**config.mk**
```make
export PLATFORM = sky130hd
export DESIGN_NAME = ibi_policy_seq
export DESIGN_NICKNAME = d
export VERILOG_FILES = /design/src/rtl/ibi_policy_pkg.sv /design/src/rtl/ibi_tbl_scan.sv /design/src/rtl/ibi_verdict.sv /design/src/rtl/disec_emitter.sv /design/src/rtl/ibi_policy_seq.sv
export SDC_FILE = /design/constraint.sdc
export NUM_CORES = 1
export LEC_CHECK = 0
export ABC_AREA = 0
export ABC_CLOCK_PERIOD_IN_PS = 3600
export BUFFER_PORTS_ARGS = -buffer_cell sky130_fd_sc_hd__clkbuf_2
export CAP_MARGIN = 25
export CORE_MARGIN = 2
export CORE_UTILIZATION = 25
export CTS_CLUSTER_SIZE = 28
export DETAILED_ROUTE_END_ITERATION = 8
export GPL_TIMING_DRIVEN = 0
export PLACE_DENSITY = 0.43
export REMOVE_ABC_BUFFERS = 1
export SYNTH_ARGS = -nofsm -noshare
export SYNTH_HDL_FRONTEND = slang
export SYNTH_HIERARCHICAL = 1
export SYNTH_SLANG_ARGS = --single-unit
export TNS_END_PERCENT = 1
```
**constraint.sdc**
```tcl
create_clock -name clk -period 3.6 [get_ports clk]
set_clock_uncertainty 0.05 [all_clocks]
set_input_delay 0.54 -clock clk [delete_from_list [all_inputs] [get_ports clk]]
set_output_delay 0.54 -clock clk [all_outputs]
set_load 0.02 [all_outputs]
```
**src/rtl/ibi_policy_pkg.sv**
```systemverilog
package ibi_policy_pkg;

    localparam logic [6:0] HJ_ADDR       = 7'h02;
    localparam logic [6:0] BCAST_ADDR    = 7'h7E;
    localparam logic [7:0] CCC_DISEC_BC  = 8'h01;
    localparam logic [7:0] CCC_DISEC_DIR = 8'h81;
    localparam logic [7:0] EVT_HJ        = 8'h08;
    localparam logic [7:0] EVT_CR        = 8'h02;
    localparam logic [7:0] EVT_TI        = 8'h01;

    typedef enum logic [1:0] {K_HJ, K_CR, K_TI, K_BAD} ibi_kind_e;
    typedef enum logic [1:0] {ST_IDLE, ST_SCAN, ST_HOLD, ST_SEND} seq_state_e;

    typedef struct packed {
        logic       ack;
        logic       nak;
        logic       ntf;
        logic       go;
        logic       direct;
        logic [7:0] evt;
    } verdict_t;

    function automatic ibi_kind_e classify(input logic [6:0] a, input logic rnw);
        if (a == HJ_ADDR)         return K_HJ;
        else if (a == BCAST_ADDR) return K_BAD;
        else if (rnw)             return K_TI;
        else                      return K_CR;
    endfunction

    function automatic logic [7:0] addr_wr(input logic [6:0] a);
        return {a, 1'b0};
    endfunction

endpackage

```
**src/rtl/ibi_tbl_scan.sv**
```systemverilog
module ibi_tbl_scan #(
    parameter int DEPTH = 8,
    localparam int CW = $clog2(DEPTH + 1)
) (
    input  logic [CW-1:0]      idx,
    input  logic [CW-1:0]      cnt,
    input  logic [6:0]         key,
    input  logic [DEPTH*7-1:0] dyn_addr,
    input  logic [DEPTH-1:0]   cr_rej,
    input  logic [DEPTH-1:0]   ti_rej,
    output logic               past_end,
    output logic               hit,
    output logic               hit_cr_rej,
    output logic               hit_ti_rej
);
    logic [CW-1:0]    eff_cnt;
    logic [DEPTH-1:0] match;

    assign eff_cnt = (cnt > CW'(DEPTH)) ? CW'(DEPTH) : cnt;

    for (genvar g = 0; g < DEPTH; g++) begin : g_cmp
        assign match[g] = (dyn_addr[g*7 +: 7] == key);
    end

    always_comb begin
        past_end   = (idx >= eff_cnt);
        hit        = 1'b0;
        hit_cr_rej = 1'b0;
        hit_ti_rej = 1'b0;
        for (int i = 0; i < DEPTH; i++) begin
            if (idx == CW'(i) && !past_end) begin
                hit        = match[i];
                hit_cr_rej = cr_rej[i];
                hit_ti_rej = ti_rej[i];
            end
        end
    end
endmodule

```
**src/rtl/ibi_verdict.sv**
```systemverilog
module ibi_verdict
    import ibi_policy_pkg::*;
(
    input  ibi_kind_e kind,
    input  logic      hj_nack_en,
    input  logic      ntf_hj_en,
    input  logic      ntf_cr_en,
    input  logic      ntf_ti_en,
    input  logic      hit,
    input  logic      hit_cr_rej,
    input  logic      hit_ti_rej,
    output verdict_t  vd
);
    always_comb begin
        vd = '0;
        case (kind)
            K_HJ: begin
                vd.ntf = ntf_hj_en;
                if (hj_nack_en) begin
                    vd.nak = 1'b1;
                    vd.go  = 1'b1;
                    vd.evt = EVT_HJ;
                end else begin
                    vd.ack = 1'b1;
                end
            end
            K_CR: begin
                vd.ntf = ntf_cr_en;
                if (hit && hit_cr_rej) begin
                    vd.nak    = 1'b1;
                    vd.go     = 1'b1;
                    vd.direct = 1'b1;
                    vd.evt    = EVT_CR;
                end else if (hit) begin
                    vd.ack = 1'b1;
                end
            end
            K_TI: begin
                vd.ntf = ntf_ti_en;
                if (hit && hit_ti_rej) begin
                    vd.nak    = 1'b1;
                    vd.go     = 1'b1;
                    vd.direct = 1'b1;
                    vd.evt    = EVT_TI;
                end else if (hit) begin
                    vd.ack = 1'b1;
                end
            end
            default: vd = '0;
        endcase
    end
endmodule

```
**src/rtl/disec_emitter.sv**
```systemverilog
module disec_emitter
    import ibi_policy_pkg::*;
(
    input  logic       clk,
    input  logic       rst,
    input  logic       active,
    input  logic       direct,
    input  logic [6:0] tgt,
    input  logic [7:0] evt,
    input  logic       tx_ready,
    output logic       tx_valid,
    output logic       tx_start,
    output logic [7:0] tx_data,
    output logic       done
);
    logic [1:0] step;

    always_ff @(posedge clk) begin
        if (rst || !active) begin
            step <= 2'd0;
        end else if (tx_ready) begin
            step <= (step == 2'd1 && !direct) ? 2'd3 : step + 2'd1;
        end
    end

    always_comb begin
        tx_valid = active;
        tx_start = 1'b0;
        tx_data  = 8'h00;
        case (step)
            2'd0: begin tx_start = 1'b1; tx_data = addr_wr(BCAST_ADDR); end
            2'd1: tx_data = direct ? CCC_DISEC_DIR : CCC_DISEC_BC;
            2'd2: begin tx_start = 1'b1; tx_data = addr_wr(tgt); end
            default: tx_data = evt;
        endcase
    end

    assign done = active && tx_ready && (step == 2'd3);
endmodule

```
**src/rtl/ibi_policy_seq.sv**
```systemverilog
module ibi_policy_seq
    import ibi_policy_pkg::*;
#(
    parameter int DEPTH = 8,
    localparam int CW = $clog2(DEPTH + 1)
) (
    input  logic               clk,
    input  logic               rst,
    input  logic               hdr_valid,
    input  logic [6:0]         hdr_addr,
    input  logic               hdr_rnw,
    input  logic               hj_nack_en,
    input  logic               ntf_hj_en,
    input  logic               ntf_cr_en,
    input  logic               ntf_ti_en,
    input  logic [CW-1:0]      tbl_count,
    input  logic [DEPTH*7-1:0] tbl_dyn_addr,
    input  logic [DEPTH-1:0]   tbl_cr_rej,
    input  logic [DEPTH-1:0]   tbl_ti_rej,
    input  logic               ibi_done,
    input  logic               tx_ready,
    output logic               busy,
    output logic               dec_valid,
    output logic               dec_ack,
    output logic [7:0]         stat_id,
    output logic               stat_nak,
    output logic               notify,
    output logic               tx_valid,
    output logic               tx_start,
    output logic [7:0]         tx_data
);
    seq_state_e    state;
    logic [6:0]    key;
    logic          key_rnw;
    ibi_kind_e     kind_q;
    ibi_kind_e     kind_in;
    ibi_kind_e     vd_kind;
    logic [CW-1:0] idx;
    verdict_t      held;
    verdict_t      vd;
    logic          dec_pulse;
    logic          past_end, hit, hit_cr_rej, hit_ti_rej;
    logic          tx_done;

    assign kind_in = classify(hdr_addr, hdr_rnw);
    assign vd_kind = (state == ST_SCAN) ? kind_q : kind_in;

    ibi_tbl_scan #(.DEPTH(DEPTH)) u_scan (
        .idx        (idx),
        .cnt        (tbl_count),
        .key        (key),
        .dyn_addr   (tbl_dyn_addr),
        .cr_rej     (tbl_cr_rej),
        .ti_rej     (tbl_ti_rej),
        .past_end   (past_end),
        .hit        (hit),
        .hit_cr_rej (hit_cr_rej),
        .hit_ti_rej (hit_ti_rej)
    );

    ibi_verdict u_verdict (
        .kind       (vd_kind),
        .hj_nack_en (hj_nack_en),
        .ntf_hj_en  (ntf_hj_en),
        .ntf_cr_en  (ntf_cr_en),
        .ntf_ti_en  (ntf_ti_en),
        .hit        (hit && state == ST_SCAN),
        .hit_cr_rej (hit_cr_rej),
        .hit_ti_rej (hit_ti_rej),
        .vd         (vd)
    );

    disec_emitter u_emit (
        .clk      (clk),
        .rst      (rst),
        .active   (state == ST_SEND),
        .direct   (held.direct),
        .tgt      (key),
        .evt      (held.evt),
        .tx_ready (tx_ready),
        .tx_valid (tx_valid),
        .tx_start (tx_start),
        .tx_data  (tx_data),
        .done     (tx_done)
    );

    always_ff @(posedge clk) begin
        if (rst) begin
            state     <= ST_IDLE;
            key       <= '0;
            key_rnw   <= 1'b0;
            kind_q    <= K_BAD;
            idx       <= '0;
            held      <= '0;
            dec_pulse <= 1'b0;
        end else begin
            dec_pulse <= 1'b0;
            case (state)
                ST_IDLE: begin
                    if (hdr_valid) begin
                        key     <= hdr_addr;
                        key_rnw <= hdr_rnw;
                        kind_q  <= kind_in;
                        idx     <= '0;
                        if (kind_in == K_HJ || kind_in == K_BAD) begin
                            held      <= vd;
                            dec_pulse <= 1'b1;
                            state     <= ST_HOLD;
                        end else begin
                            state <= ST_SCAN;
                        end
                    end
                end
                ST_SCAN: begin
                    if (past_end || hit) begin
                        held      <= vd;
                        dec_pulse <= 1'b1;
                        state     <= ST_HOLD;
                    end else begin
                        idx <= idx + 1'b1;
                    end
                end
                ST_HOLD: begin
                    if (ibi_done) begin
                        if (held.go) begin
                            state <= ST_SEND;
                        end else begin
                            state   <= ST_IDLE;
                            held    <= '0;
                            key     <= '0;
                            key_rnw <= 1'b0;
                        end
                    end
                end
                default: begin
                    if (tx_done) begin
                        state   <= ST_IDLE;
                        held    <= '0;
                        key     <= '0;
                        key_rnw <= 1'b0;
                    end
                end
            endcase
        end
    end

    assign busy      = (state != ST_IDLE);
    assign dec_valid = dec_pulse;
    assign dec_ack   = held.ack;
    assign stat_nak  = held.nak;
    assign notify    = held.ntf;
    assign stat_id   = {key, key_rnw};
endmodule

```
==> flow_metrics.tcl, run 1 <==
set metrics [dict create \
    area_delta_synth_final_pct 24.85 \
    cap_violations 0 \
    cts_buffer_depth 2 \
    slowest_delay_ns 0.54 \
    syn_area_um2 3082 \
    ys_types 59 \
    critPathBufInv 1 \
    die_h_um 115.0 \
    slew_headroom 0.3968 \
    drc 0 \
    grt_setup_unrepaired "false" \
    crit_path_top_delay_cell "or4_4" \
    grt-ovfl-total 0 \
    dp_hpwl_um 6984 \
    total_power_mw 1.759 \
    critical_path_required_ns 3.70 \
    core_um2 12010 \
    track_usage 0.1425 \
    drv_slew 0 \
    die_w_um 115.0 \
    drive_above_1_share 0.3492 \
    via_per_inst 4.630 \
    start_kind "input port" \
    layout_min_cycle_time_ns 3.241 \
    clock.fmax_mhz 308.6 \
    ant_nets 0 \
    globalplace.congestion 0.7808 \
    hold_viol 0 \
    worst_path_dominant_cell_family "simple AND/OR/NAND/NOR gates" \
    r2r-end "dec_ack$_SDFFE_PP0P_" \
    design_area_um2 3847 \
    synth_edf_count 0 \
    p_sw_frac 0.3847 \
    ir_worst_vdd_v 0.0002233 \
    power_frac_seq 0.327 \
    post-place-cells 600 \
    cpMostUsedCell "o21ai_0" \
    grt_pass1_vias 2823 \
    clock-root-buffer "clkbuf_16" \
    syn_inst 365 \
    p_int_mw 1.082 \
    rows 40 \
    synth_warnings 6 \
    h-tree-depth 2 \
    power.leakage_nw 1.595 \
    cts_setup_buffers 0 \
    holdPathStages 2 \
    setup-tns-final_ns 0 \
    cp-end-kind "flip-flop" \
    power_density_nw_per_um2 457.1 \
    fin_cells 608 \
    seq_area_frac_synth 0.2079 \
    drt_iter0_markers 164 \
    crit_chain "clkbuf_2, or4_4, nor4b_4, o21bai_1, o21ai_0, ha_1, and3_4, or3_1, nor3b_1, o311ai_0, o21ai_0" \
    wl_um 9346 \
    ys_ff_latch 32 \
    grt_pass1_wl_um 14700 \
    synth_flop_cell "dfxtp_1" \
    crit_fanout 7 \
    place_area_um2 3641 \
    routed-via-count 2815 \
    clk_latency_ns 0.28 \
    cts_tree "yes" \
    reg2reg_from "key[3]$_SDFFE_PP0P_" \
    final_core_util 0.3203 \
    combPwrFrac 0.374 \
    hp-class "reg2reg" \
    clk_pin_slew_ns 0.06 \
    cp.arrival_ns 3.34 \
    syn_avg_cell_area_um2 8.443 \
    rrSetupSlack_ns 0.42 \
    clockPowerShare 0.299 \
    diodes 0 \
    switching_power_mw 0.6765 \
    fin_hold_ws_ns 0.4238 \
    drt-pass1-iter-count 4 \
    critPathKind "in2reg" \
    setup_viol 0 \
    layout.nets 568 \
    port_buffers 115 \
    worstMarginPinSlew_ns 0.9035 \
    cts_made_buffers 5 \
    start_util 0.2566 \
    die_area_um2 13230 \
    antenna_found_initial 0 \
    async_flop_share 0 \
    cts_sinks 32 \
    nFillCells 1259 \
    grt_max_degree 31 \
    hold_path_end "key_rnw$_SDFFE_PP0P_" \
    ios 116 \
    status "complete, no violations" \
    setup_ws_ns 0.3595 \
    r2r_cells 11 \
    wl_per_cell_um 15.37 \
    dp_slack_ns -0.1564 \
    min_period_over_period 0.9001 \
    hp-start "key_rnw$_SDFFE_PP0P_" \
]
==> flip-flops by register name, indices dropped and copies added, names as in the netlist <==
name and flops:
held 10, key 7, idx 4, kind_q 2, state 2, u_emit/step 2
dec_ack 1, dec_valid 1, key_rnw 1, notify 1, stat_nak 1
==> repair_timing <==
item / in CTS / in global routing
hold endpoints to repair: 0 / 0
gates resized for setup: 1 / 10
hold buffers: 0 / 0
pin swaps: 0 / 1
setup endpoints to repair: 15 / 15
==> cell families (layout without fill, tap and decap cells) <==
group                      after synthesis  after routing  share of synthesized area
AOI/OAI and AO/OA                       81             81                     0.2006
muxes                                    9              9                    0.03857
adders and majority gates               15             15                    0.06090
DFF                                     32             32                     0.2079
xor gates and xnor gates                59             59                     0.1701
and+or+nand+nor                        101            101                     0.2059
buffers and inverters                   67            159                     0.1149
other                                    1              5                   0.001217
==> worst min-delay path: cells and delay by family (launching register included) <==
| family | cells | cell delay, ns |
|---|---|---|
| AOI/OAI and AO/OA | 2 | 0.12 |
| DFF | 1 | 0.30 |
==> per-layer routing <==
layer  routed length [µm]  GRT usage  vias up  share of wire
met4                  143    0.04016        0          0.015
met5                    0          0        -              0
li1                     -          -     1452              -
met1                 4457     0.1855     1273           0.48
met2                 4291     0.2443       81           0.46
met3                  453    0.02214        9          0.048
==> worst max path at each step <==
| stage | startpoint | endpoint | slack (ns) | depth (start not counted) |
|---|---|---|---|---|
| after floorplan | hdr_addr[3] | held[9]$_SDFFE_PP0P_ | 0.53 | 10 |
| after CTS | key[0]$_SDFFE_PP0P_ | dec_ack$_SDFFE_PP0P_ | 0.09 | 10 |
| after detailed placement | idx[0]$_SDFFE_PP0P_ | dec_ack$_SDFFE_PP0P_ | -0.16 | 12 |
| final | hdr_addr[3] | held[9]$_SDFFE_PP0P_ | 0.36 | 11 |
| after global placement | idx[0]$_SDFFE_PP0P_ | dec_ack$_SDFFE_PP0P_ | -0.21 | 12 |
| after global routing | key[3]$_SDFFE_PP0P_ | held[9]$_SDFFE_PP0P_ | 0.06 | 13 |
==> cell type report <==
type	count	area, µm²	area share
clock inverter	1	30.03	0.007805
clock buffer	7	152.6	0.03967
timing repair buffer	116	583.1	0.1515
inverter	35	131.4	0.03415
sequential	32	653.1	0.1698
multi-input combinational	270	2113	0.5493
tap	147	183.9	0.04780
==> cells in the mapped netlist (all sizes together) (6+ instances only) <==
cell | instances | area (µm²)
nor2b | 7 | 43.79
o32ai | 12 | 172.7
inv | 35 | 131.4
nand2 | 24 | 90.09
a21oi | 21 | 105.1
nor2 | 11 | 41.29
xnor2 | 34 | 297.8
nand4 | 11 | 68.82
nand2b | 8 | 50.05
buf | 21 | 181.4
ha | 15 | 187.7
or4b | 7 | 70.07
nor3 | 6 | 30.03
clkbuf | 11 | 41.29
dfxtp | 32 | 640.6
xor2 | 25 | 226.5
nor4 | 6 | 37.54
o21ai | 26 | 133.9
==> cells in the final DEF (no fill, tap or decap), types with 15 or more instances in the layout <==
master / Yosys / final
clkbuf_2: 0 / 115
inv_1: 35 / 35
xnor2_1: 34 / 34
nand2_1: 24 / 24
xor2_1: 24 / 24
dfxtp_1: 32 / 24
a21oi_1: 21 / 21
o21ai_0: 17 / 16
ha_1: 15 / 15
==> power groups by stage <==
stage | Clock [mW] | Combinational (mW) | Sequential, mW
after floorplan | 0 | 0.441 | 0.545
after global placement | 0 | 0.645 | 0.584
after detailed placement | 0 | 0.656 | 0.587
after CTS | 0.535 | 0.662 | 0.579
after global routing | 0.552 | 0.735 | 0.594
final | 0.526 | 0.658 | 0.574
No activity file was read; power rests on OpenSTA's default activity.
==> run 2, diff against run 1 <==
Settings changed: CORE_UTILIZATION 25 to 46, PLACE_DENSITY 0.43 to 0.73.
==> flow_metrics.tcl, run 2 (same netlist as run 1, synthesis figures left out) <==
set metrics [dict create \
    status "finished with violations" \
    violations "design-rule violations" \
    setup_viol 0 \
    largest_register_ffs 10 \
    area_delta_synth_final_pct 19.20 \
    drc 15 \
    hp-start "key_rnw$_SDFFE_PP0P_" \
    crit_fanout 14 \
    slew_headroom 0.4325 \
    cts_made_buffers 5 \
    final_cell_mix "115 x clkbuf_2, 35 x inv_1, 34 x xnor2_1" \
    hp-class "reg2reg" \
    post-place-cells 530 \
    rows 29 \
    ant_nets 0 \
    critical_path_required_ns 3.76 \
    routed-via-count 2820 \
    diodes 0 \
    drive_above_1_share 0.3478 \
    top_regs "held: 10 flops, key: 7 flops, idx: 4 flops" \
    regArea_um2 653.1 \
    critPathKind "reg2reg" \
    cts_hold_buf 0 \
    worstMarginPinSlew_ns 0.8501 \
    fin_cells 537 \
    crit_chain "inv_1, ha_1, nand2b_1, a21oi_1, nor2b_1, o21ai_0, nand2_1, a221oi_4, and2_1, nor2b_1, and3_1, or3_1, nor3b_1, o311ai_0, o21ai_0" \
    wl_um 7940 \
    clock.fmax_mhz 306.6 \
    clk_latency_ns 0.28 \
    clk_pin_slew_ns 0.07 \
    crit_path_top_delay_cell "dfxtp_4" \
    cts_sinks 32 \
    drt-pass1-iter-count 6 \
    use_met1 0.2565 \
    power_density_nw_per_um2 413.1 \
    globalplace.congestion 0.8363 \
    reg2reg_from "idx[0]$_SDFFE_PP0P_" \
    cp.arrival_ns 3.42 \
    cts_tree "yes" \
    max_flop_register "held" \
    die_w_um 85.85 \
    ios 116 \
    port_buffers 115 \
    min_period_over_period 0.9061 \
    drt_iter0_markers 121 \
    grt_max_degree 31 \
    antenna_found_initial 0 \
    grt-ovfl-total 0 \
    final_common_cell "clkbuf_2" \
    core_um2 6422 \
    cts_setup_buffers 0 \
    grt_pass1_vias 2693 \
    hold_viol 0 \
    grt_pass1_wl_um 12480 \
    cp-end-kind "flip-flop" \
    via_per_inst 5.251 \
    final_core_util 0.5720 \
    layout.nets 568 \
    cap_violations 0 \
    nFillCells 603 \
    grt_setup_unrepaired "false" \
    multi_input_comb_area_um2 2113 \
    gr-usage-met3 0.03946 \
    busiest_layer "met2" \
    h-tree-depth 2 \
    ir_worst_vdd_v 0.0002144 \
    start_util 0.4798 \
    cts_buffer_depth 2 \
    die_area_um2 7370 \
    slowest_delay_ns 0.46 \
    drv_slew 0 \
    wl_per_cell_um 14.79 \
    power.leakage_nw 1.555 \
    die_h_um 85.85 \
    clock-root-buffer "clkbuf_8" \
    holdPathStages 2 \
    start_kind "flip-flop" \
    r2r_cells 15 \
    dp_hpwl_um 5920 \
    worstSetupStartpoint "idx[0]$_SDFFE_PP0P_" \
    layout_min_cycle_time_ns 3.262 \
    use_met2 0.3857 \
    track_usage 0.2111 \
]
## run 2: cell count changes in the layout (fill, tap and decap cells not counted)
cell / delta
o21ai_0: +1
o21ai_1: -1
clkbuf_8: +5
bufinv_16: -1
clkbuf_16: -5
## run 2: power breakdown
group / switching (mW) / internal, mW
registers: 0.157 / 0.407
clock network: 0.131 / 0.170
logic: 0.343 / 0.309
## run 2: final cells by class
| cell class | count | area share |
|---|---|---|
| clock buffer | 7 | 0.02623 |
| inverter | 35 | 0.03576 |
| multi-input combinational | 270 | 0.5753 |
| sequential | 32 | 0.1778 |
| tap | 77 | 0.02623 |
| timing repair buffer | 116 | 0.1587 |
## run 2: what timing repair did
item	CTS	global route
gates resized for setup	1	9
setup endpoints to repair	14	14
cloned	0	0
## run 2: worst max-delay path: cells and delay by family, from the launching register on
kind | cells | cell delay (ns)
adders and majority gates | 1 | 0.29
and+or+nand+nor | 8 | 1.34
DFF | 1 | 0.46
AOI/OAI and AO/OA | 5 | 0.95
buffers and inverters | 1 | 0.10
## run 2: metrics by stage
step           TNS [ns]  cell area [µm²]  total power [mW]  setup WS, ns  hold WS [ns]
2_1_floorplan         0             2874            0.9856        0.5307        0.3953
3_3_place_gp          0             3546             1.193       0.05803        0.4165
3_5_place_dp    -0.4284             3553             1.216      -0.05828        0.4225
4_1_cts               0             3651             1.520        0.1372        0.4328
5_1_grt               0             3674             1.626       0.03020        0.4627
6_report              0             3674             1.517        0.3381        0.4319
## run 2: worst paths after layout
check | slack, ns | endpoint
worst max-delay path | 0.34 | held[9]$_SDFFE_PP0P_
worst min-delay path | 0.43 | key_rnw$_SDFFE_PP0P_
worst max register to register | 0.34 | held[9]$_SDFFE_PP0P_
worst min register to register | 0.43 | key_rnw$_SDFFE_PP0P_
## run 2: per-layer routing
| layer | routed length (µm) | vias up |
|---|---|---|
| li1 | - | 1450 |
| met4 | 89 | 0 |
| met5 | 0 | - |
| met2 | 3753 | 92 |
| met3 | 541 | 10 |
| met1 | 3557 | 1268 |
